--- config.mk ---
export PLATFORM = sky130hd
export DESIGN_NAME = slp_pwr_seq
export DESIGN_NICKNAME = d
export VERILOG_FILES = /design/src/rtl/slp_seq_pkg.sv /design/src/rtl/slp_sync.sv /design/src/rtl/slp_tick_gen.sv /design/src/rtl/slp_tick_timer.sv /design/src/rtl/slp_seq_fsm.sv /design/src/rtl/slp_pwr_seq.sv
export SDC_FILE = /design/constraint.sdc
export NUM_CORES = 1
export LEC_CHECK = 0
export CORE_UTILIZATION = 40
export DETAILED_ROUTE_END_ITERATION = 10
export PLACE_DENSITY = 0.62
export SKIP_CTS_REPAIR_TIMING = 1
export SKIP_LAST_GASP = 1
export SYNTH_ARGS = -nofsm -noshare
export SYNTH_HDL_FRONTEND = slang
export SYNTH_HIERARCHICAL = 1
export SYNTH_SLANG_ARGS = --single-unit
--- constraint.sdc ---
create_clock -name clk_i -period 10.7 [get_ports clk_i]
set_input_delay 2.14 -clock clk_i [delete_from_list [all_inputs] [get_ports clk_i]]
set_output_delay 2.14 -clock clk_i [all_outputs]
set_load 0.01 [all_outputs]
--- src/rtl/slp_seq_pkg.sv ---
package slp_seq_pkg;
  typedef enum logic [7:0] {
    ST_RUN       = 8'b0000_0001,
    ST_RST_ON    = 8'b0000_0010,
    ST_PWR_DOWN  = 8'b0000_0100,
    ST_SLEEP     = 8'b0000_1000,
    ST_WAKE_QUAL = 8'b0001_0000,
    ST_PWR_UP    = 8'b0010_0000,
    ST_VCC_WAIT  = 8'b0100_0000,
    ST_RELEASE   = 8'b1000_0000
  } seq_state_e;
endpackage

--- src/rtl/slp_sync.sv ---
module slp_sync #(
  parameter int unsigned W = 1,
  parameter int unsigned STAGES = 2,
  parameter logic [W-1:0] RST_VAL = '0
) (
  input  logic         clk_i,
  input  logic         rst_ni,
  input  logic [W-1:0] d_i,
  output logic [W-1:0] q_o
);
  logic [W-1:0] stage_q [STAGES];

  always_ff @(posedge clk_i or negedge rst_ni) begin
    if (!rst_ni) stage_q[0] <= RST_VAL;
    else         stage_q[0] <= d_i;
  end

  for (genvar s = 1; s < STAGES; s++) begin : g_stage
    always_ff @(posedge clk_i or negedge rst_ni) begin
      if (!rst_ni) stage_q[s] <= RST_VAL;
      else         stage_q[s] <= stage_q[s-1];
    end
  end

  assign q_o = stage_q[STAGES-1];
endmodule

--- src/rtl/slp_tick_gen.sv ---
module slp_tick_gen #(
  parameter int unsigned DIV = 6104
) (
  input  logic clk_i,
  input  logic rst_ni,
  output logic tick_o
);
  if (DIV <= 1) begin : g_pass
    assign tick_o = 1'b1;
  end else begin : g_div
    localparam int unsigned CW = $clog2(DIV);
    localparam logic [CW-1:0] LAST = CW'(DIV - 1);
    logic [CW-1:0] cnt_q;

    always_ff @(posedge clk_i or negedge rst_ni) begin
      if (!rst_ni)            cnt_q <= '0;
      else if (cnt_q == LAST) cnt_q <= '0;
      else                    cnt_q <= cnt_q + 1'b1;
    end

    assign tick_o = (cnt_q == LAST);

    // a strobe is a single cycle when dividing
    assert_tick_single_R3: assert property (@(posedge clk_i) disable iff (!rst_ni)
      tick_o |=> !tick_o);
  end
endmodule

--- src/rtl/slp_tick_timer.sv ---
module slp_tick_timer #(
  parameter int unsigned CW = 9
) (
  input  logic          clk_i,
  input  logic          rst_ni,
  input  logic          load_i,
  input  logic [CW-1:0] load_val_i,
  input  logic          tick_i,
  output logic          expire_o
);
  logic [CW-1:0] cnt_q;

  always_ff @(posedge clk_i or negedge rst_ni) begin
    if (!rst_ni)                     cnt_q <= '0;
    else if (load_i)                 cnt_q <= load_val_i;
    else if (tick_i && cnt_q != '0)  cnt_q <= cnt_q - 1'b1;
  end

  // expires on the strobe that empties the count
  assign expire_o = tick_i && (cnt_q <= CW'(1));
endmodule

--- src/rtl/slp_seq_fsm.sv ---
module slp_seq_fsm
  import slp_seq_pkg::*;
#(
  parameter int unsigned CW        = 9,
  parameter int unsigned PD_TICKS  = 2,
  parameter int unsigned QUAL_TICKS = 3,
  parameter int unsigned PU_TICKS  = 1,
  parameter int unsigned VCC_TICKS = 328
) (
  input  logic          clk_i,
  input  logic          rst_ni,
  input  logic          tick_i,
  input  logic          expire_i,
  input  logic          sleep_req_i,
  input  logic          wake_ok_i,
  input  logic          vdd_ok_i,
  output seq_state_e    state_o,
  output logic          load_o,
  output logic [CW-1:0] load_val_o
);
  seq_state_e state_q, state_d;

  always_comb begin
    state_d = state_q;
    unique case (state_q)
      ST_RUN:       if (sleep_req_i) state_d = ST_RST_ON;
      ST_RST_ON:    if (tick_i)      state_d = ST_PWR_DOWN;
      ST_PWR_DOWN:  if (expire_i)    state_d = ST_SLEEP;
      ST_SLEEP:     if (wake_ok_i)   state_d = ST_WAKE_QUAL;
      ST_WAKE_QUAL: if (!wake_ok_i)  state_d = ST_SLEEP;
                    else if (expire_i) state_d = ST_PWR_UP;
      ST_PWR_UP:    if (expire_i)    state_d = ST_VCC_WAIT;
      ST_VCC_WAIT:  if (expire_i)    state_d = ST_RELEASE;
      ST_RELEASE:   if (vdd_ok_i)    state_d = ST_RUN;
      default:                       state_d = ST_RUN;
    endcase
  end

  // timer is loaded on every entry into a timed state
  always_comb begin
    load_o     = (state_d != state_q);
    load_val_o = '0;
    unique case (state_d)
      ST_PWR_DOWN:  load_val_o = CW'(PD_TICKS);
      ST_WAKE_QUAL: load_val_o = CW'(QUAL_TICKS);
      ST_PWR_UP:    load_val_o = CW'(PU_TICKS);
      ST_VCC_WAIT:  load_val_o = CW'(VCC_TICKS);
      default:      load_val_o = '0;
    endcase
  end

  always_ff @(posedge clk_i or negedge rst_ni) begin
    if (!rst_ni) state_q <= ST_RUN;
    else         state_q <= state_d;
  end

  assign state_o = state_q;

  assert_state_onehot_R10: assert property (@(posedge clk_i) disable iff (!rst_ni)
    $onehot(state_q));

  assert_sleep_exit_R9: assert property (@(posedge clk_i) disable iff (!rst_ni)
    (state_q == ST_SLEEP) |=> (state_q == ST_SLEEP || state_q == ST_WAKE_QUAL));

  assert_no_wake_blocked_R5: assert property (@(posedge clk_i) disable iff (!rst_ni)
    (state_q == ST_SLEEP && !wake_ok_i) |=> (state_q == ST_SLEEP));

  assert_vcc_wait_from_pwr_up_R6: assert property (@(posedge clk_i) disable iff (!rst_ni)
    (state_q == ST_VCC_WAIT && $past(state_q) != ST_VCC_WAIT) |-> ($past(state_q) == ST_PWR_UP));
endmodule

--- src/rtl/slp_pwr_seq.sv ---
module slp_pwr_seq
  import slp_seq_pkg::*;
#(
  parameter int unsigned N_GPIO      = 16,
  parameter int unsigned TICK_DIV    = 6104,
  parameter int unsigned SYNC_STAGES = 2,
  parameter int unsigned PD_TICKS    = 2,
  parameter int unsigned QUAL_TICKS  = 3,
  parameter int unsigned PU_TICKS    = 1,
  parameter int unsigned VCC_TICKS   = 328
) (
  input  logic              clk_i,
  input  logic              rst_ni,
  input  logic              sleep_req_i,
  input  logic [N_GPIO-1:0] gpio_i,
  input  logic [N_GPIO-1:0] wake_mask_i,
  input  logic              batt_fault_ni,
  input  logic              vdd_fault_ni,
  output logic              sys_rst_no,
  output logic              pwr_en_o
);
  localparam int unsigned MAXT = (VCC_TICKS > QUAL_TICKS) ? VCC_TICKS : QUAL_TICKS;
  localparam int unsigned CW   = $clog2(MAXT + 1);
  localparam int unsigned SW   = N_GPIO + 3;
  localparam logic [SW-1:0] SYNC_RST = {1'b0, 1'b1, 1'b1, {N_GPIO{1'b0}}};

  logic [SW-1:0]     sync_q;
  logic [N_GPIO-1:0] gpio_s;
  logic              sleep_req_s, batt_ok_s, vdd_ok_s;
  logic              tick, expire, load, wake_ok;
  logic [CW-1:0]     load_val;
  seq_state_e        state;

  slp_sync #(.W(SW), .STAGES(SYNC_STAGES), .RST_VAL(SYNC_RST)) u_sync (
    .clk_i (clk_i),
    .rst_ni(rst_ni),
    .d_i   ({sleep_req_i, batt_fault_ni, vdd_fault_ni, gpio_i}),
    .q_o   (sync_q)
  );

  assign {sleep_req_s, batt_ok_s, vdd_ok_s, gpio_s} = sync_q;
  assign wake_ok = batt_ok_s && |(gpio_s & wake_mask_i);

  slp_tick_gen #(.DIV(TICK_DIV)) u_tick (
    .clk_i (clk_i),
    .rst_ni(rst_ni),
    .tick_o(tick)
  );

  slp_tick_timer #(.CW(CW)) u_timer (
    .clk_i     (clk_i),
    .rst_ni    (rst_ni),
    .load_i    (load),
    .load_val_i(load_val),
    .tick_i    (tick),
    .expire_o  (expire)
  );

  slp_seq_fsm #(
    .CW(CW), .PD_TICKS(PD_TICKS), .QUAL_TICKS(QUAL_TICKS),
    .PU_TICKS(PU_TICKS), .VCC_TICKS(VCC_TICKS)
  ) u_fsm (
    .clk_i      (clk_i),
    .rst_ni     (rst_ni),
    .tick_i     (tick),
    .expire_i   (expire),
    .sleep_req_i(sleep_req_s),
    .wake_ok_i  (wake_ok),
    .vdd_ok_i   (vdd_ok_s),
    .state_o    (state),
    .load_o     (load),
    .load_val_o (load_val)
  );

  assign sys_rst_no = (state == ST_RUN);
  assign pwr_en_o   = (state == ST_RUN) || (state == ST_RST_ON) || (state == ST_PWR_DOWN) ||
                      (state == ST_VCC_WAIT) || (state == ST_RELEASE);

  assert_rst_covers_pwr_off_R3: assert property (@(posedge clk_i) disable iff (!rst_ni)
    !pwr_en_o |-> !sys_rst_no);

  assert_release_needs_supply_R7: assert property (@(posedge clk_i) disable iff (!rst_ni)
    $rose(sys_rst_no) |-> ($past(vdd_ok_s) && pwr_en_o));
endmodule

==> flow_metrics.py <==
metrics = {
    "floorplanning": {
        "core-area_um2": 7848,
        "rows": 32,
        "io_pins": 39,
        "start_util_pct": 41.87,
        "die_h_um": 92.63,
        "die-area_um2": 8580,
        "die_w_um": 92.63,
    },
    "power": {
        "vdd_drop_max_mv": 0.1222,
        "powerDensity_nw_per_um2": 188.7,
        "leakage_nw": 1.530,
    },
    "layout": {
        "drive_above_1_share_pct": 12.13,
        "design_area_um2": 3790,
        "nets": 373,
        "area_delta_synth_final_pct": 15.35,
        "antenna_cells": 0,
        "final_util_pct": 48.29,
    },
    "setup_path": {
        "critPathTopFamily": "simple AND/OR/NAND/NOR gates",
        "worstSetupPathType": "primary input to flip-flop",
        "crit_required_ns": 10.97,
        "crit_fanout": 16,
        "worstPathCellList": "clkdlybuf4s50_1 -> a22o_1 -> a221oi_2 -> nand3_1 -> o21a_1 -> inv_1 -> o21ai_0 -> a41oi_1 -> o211ai_1 -> nor4_1 -> nand3_1 -> or4_1 -> o211ai_1",
        "reg2reg_slack_ns": 5.93,
        "cp-start-kind": "primary input",
        "r2r_cells": 14,
        "rr_endpoint": "u_timer/cnt_q[4]$_DFFE_PN0P_",
        "r2r-start": "u_tick/g_div.cnt_q[0]$_DFF_PN0_",
        "crit_slowest_cell": "or4_1",
        "crit_arrival_ns": 5.38,
        "path_depth": 13,
        "max_stage_delay_ns": 0.64,
        "crit_path_end_kind": "flip-flop",
        "critical_path_buf_inv_count": 2,
    },
    "run": {
        "maxCapViolCount": 0,
    },
    "route": {
        "routedWlPerCell_um": 13.87,
        "drc": 0,
        "antenna_left": 0,
        "first_iter_violations": 151,
        "first_pass_iters": 4,
        "drt-vias-per-instance": 5.345,
        "via_count": 2352,
        "totalWireLength_um": 6103,
    },
    "logic_synthesis": {
        "mappedNetlistArea_um2": 3286,
        "ys_top_cells_by_count": "63 x dfrtp_1, 27 x nor2_1, 25 x buf_4, 16 x a21oi_1, 16 x nand2_1",
        "synthCells": 315,
        "yosysMostFrequentCell": "dfrtp_1",
        "seq_area_frac_synth_pct": 51.98,
        "synth_cell_types": 61,
        "syn_avg_cell_area_um2": 10.43,
        "ys.warnings.count": 6,
        "ys_ff_latch": 68,
        "synth_top_flop_cell": "dfrtp_1",
        "synth.top_cell.area_share_pct": 47.98,
        "synth_edf_count": 0,
        "yosys-top-cells-area": "dfrtp_1 48%, buf_4 5.7%, dfstp_2 4.0%",
        "synth_largest_area_cell": "dfrtp_1",
        "async_flop_share_pct": 100.0,
    },
    "cts": {
        "path_clk_slew_ns": 0.09,
        "cts_max_level": 3,
        "clock_path_buffers": 2,
        "clockRootBuffer": "clkbuf_8",
        "cts_made_buffers": 9,
        "clkSinkCount": 68,
        "clk_latency_ns": 0.35,
        "tritoncts": "yes",
    },
    "placed_design": {
        "portBuffers": 38,
        "gp_congestion": 0.8091,
        "place_area_um2": 3585,
        "dp_hpwl_um": 4064,
    },
    "sta": {
        "fin_skew_ns": 0.01354,
        "whs_ns": 0.3441,
        "post-route-period-util_pct": 47.77,
        "fin_crit_ns": 5.111,
        "relSlewSlack_pct": 44.54,
        "rsz0062_at_grt": "false",
        "fmax_ghz": 0.1957,
        "slew_violations": 0,
        "tns_ns": 0,
        "worst_pin_slew_ns": 0.8319,
        "finalHoldViolCount": 0,
        "finalSetupViolCount": 0,
    },
    "global_routing": {
        "grt.overflow.total": 0,
        "grt_max_degree": 69,
        "grt_pass1_vias": 2348,
        "track_usage_pct": 16.38,
        "antenna_found_initial": 0,
        "grt_pass1_wl_um": 11100,
    },
    "worst_hold_path": {
        "hold_path_depth": 0,
        "worstHoldEndpoint": "u_sync/q_o[12]$_DFF_PN0_",
        "min_path_type": "flip-flop to flip-flop",
        "hp-start": "u_sync/stage_q[31]$_DFF_PN0_",
    },
    "run_status": {
        "status": "finished, final reports clean",
    },
}
cell families (layout without fill, tap and decap cells):
| kind of cell | count (synthesis) | in the layout | share of synthesized area [%] |
|---|---|---|---|
| simple gates | 112 | 112 | 20.03 |
| compound gates | 75 | 75 | 15.42 |
| flops | 68 | 68 | 51.98 |
| buf+inv | 46 | 66 | 8.644 |
| xor+xnor | 10 | 10 | 2.666 |
| fa+ha+maj | 3 | 3 | 1.143 |
| other cells | 1 | 4 | 0.1141 |
layout by cell type, fill, tap and decap left out, types with 2 or more instances in the layout:
master           netlist  layout
inv_1                  8       8
a31oi_1                6       6
clkbuf_8               1       9
a22oi_1                4       4
nor3_1                 4       4
o31ai_1                5       5
nor4_1                 7       6
o211ai_1               5       5
dfrtp_1               63      63
ha_1                   3       3
nor3b_1                3       3
and3b_1                2       2
o22ai_1                2       2
xnor2_1                3       3
or3_1                  5       5
nand2_1               16      16
conb_1                 1       4
buf_4                 25       3
o41ai_1                2       2
clkdlybuf4s50_1        0      37
o21ai_1                4       4
a22o_1                 2       2
o21ai_0               14      14
inv_6                  0       5
dfstp_2                5       5
nand4_1                4       4
a21oi_1               16      16
or4_4                  2       2
a221oi_2               2       2
or4_1                  8       8
nor2_1                27      27
nor2b_1                7       7
xor2_1                 7       7
o2111ai_1              2       2
nand3_1               11      11
or3_2                  3       3
state kept, by name (all words and copies together) (netlist names):
signal              count
u_sync/stage_q         19
u_timer/cnt_q           9
u_tick/g_div.cnt_q     13
u_sync/q_o             19
u_fsm/state_o           8
worst reg2reg max path: stages (launching register included):
cell and delay, ns:
dfrtp_1 0.39, ha_1 0.25, nand4_2 0.22, nor4_2 0.55, buf_4 0.36, or4b_4 0.54, nor4b_2 0.23, buf_4 0.24
nor2b_1 0.07, o21ai_0 0.14, o32ai_1 0.12, nor4_1 0.34, nand3_1 0.44, or4_1 0.64, o211ai_1 0.16
layout make-up:
| cell class | count | area, µm² |
|---|---|---|
| Multi-Input combinational cell | 204 | 1318 |
| Sequential cell | 68 | 1708 |
| Inverter | 9 | 33.78 |
| Clock inverter | 7 | 81.33 |
| Clock buffer | 9 | 123.9 |
| Timing Repair Buffer | 41 | 397.9 |
| Tap cell | 102 | 127.6 |
| Fill cell | 737 | 4058 |
stage by stage:
| step | setup slack (ns) | instances | power, mW |
|---|---|---|---|
| 4_1_cts | 5.606 | 440 | 0.7225 |
| 3_3_place_gp | 5.325 | 424 | 0.4965 |
| 6_report | 5.589 | 440 | 0.7150 |
| 3_5_place_dp | 5.236 | 424 | 0.4990 |
| 5_1_grt | 5.276 | 440 | 0.7670 |
| 2_1_floorplan | 6.229 | 318 | 0.4488 |
worst max-delay path by stage:
| stage | from | endpoint | slack [ns] |
|---|---|---|---|
| after floorplan | wake_mask_i[7] | u_timer/cnt_q[4]$_DFFE_PN0P_ | 6.23 |
| after global placement | wake_mask_i[3] | u_timer/cnt_q[4]$_DFFE_PN0P_ | 5.32 |
| final | wake_mask_i[3] | u_timer/cnt_q[4]$_DFFE_PN0P_ | 5.59 |
| after detailed placement | wake_mask_i[3] | u_timer/cnt_q[4]$_DFFE_PN0P_ | 5.24 |
| after global routing | wake_mask_i[3] | u_timer/cnt_q[4]$_DFFE_PN0P_ | 5.28 |
| after CTS | wake_mask_i[3] | u_timer/cnt_q[4]$_DFFE_PN0P_ | 5.61 |
where the power goes:
part | internal (mW) | total (mW) | switching, mW | leakage [nW]
combinational | 0.0780 | 0.185 | 0.107 | 0.602
sequential | 0.281 | 0.311 | 0.0298 | 0.827
clock | 0.112 | 0.220 | 0.108 | 0.102
per-layer routing:
layer | vias up | routed length (µm) | GRT usage (%)
met2 | 41 | 2822 | 24.88
met4 | 0 | 69 | 5.513
met1 | 1145 | 2968 | 22.65
met5 | - | 0 | 0
li1 | 1158 | - | -
met3 | 8 | 243 | 4.433
Power figures use the tool's default switching activity.
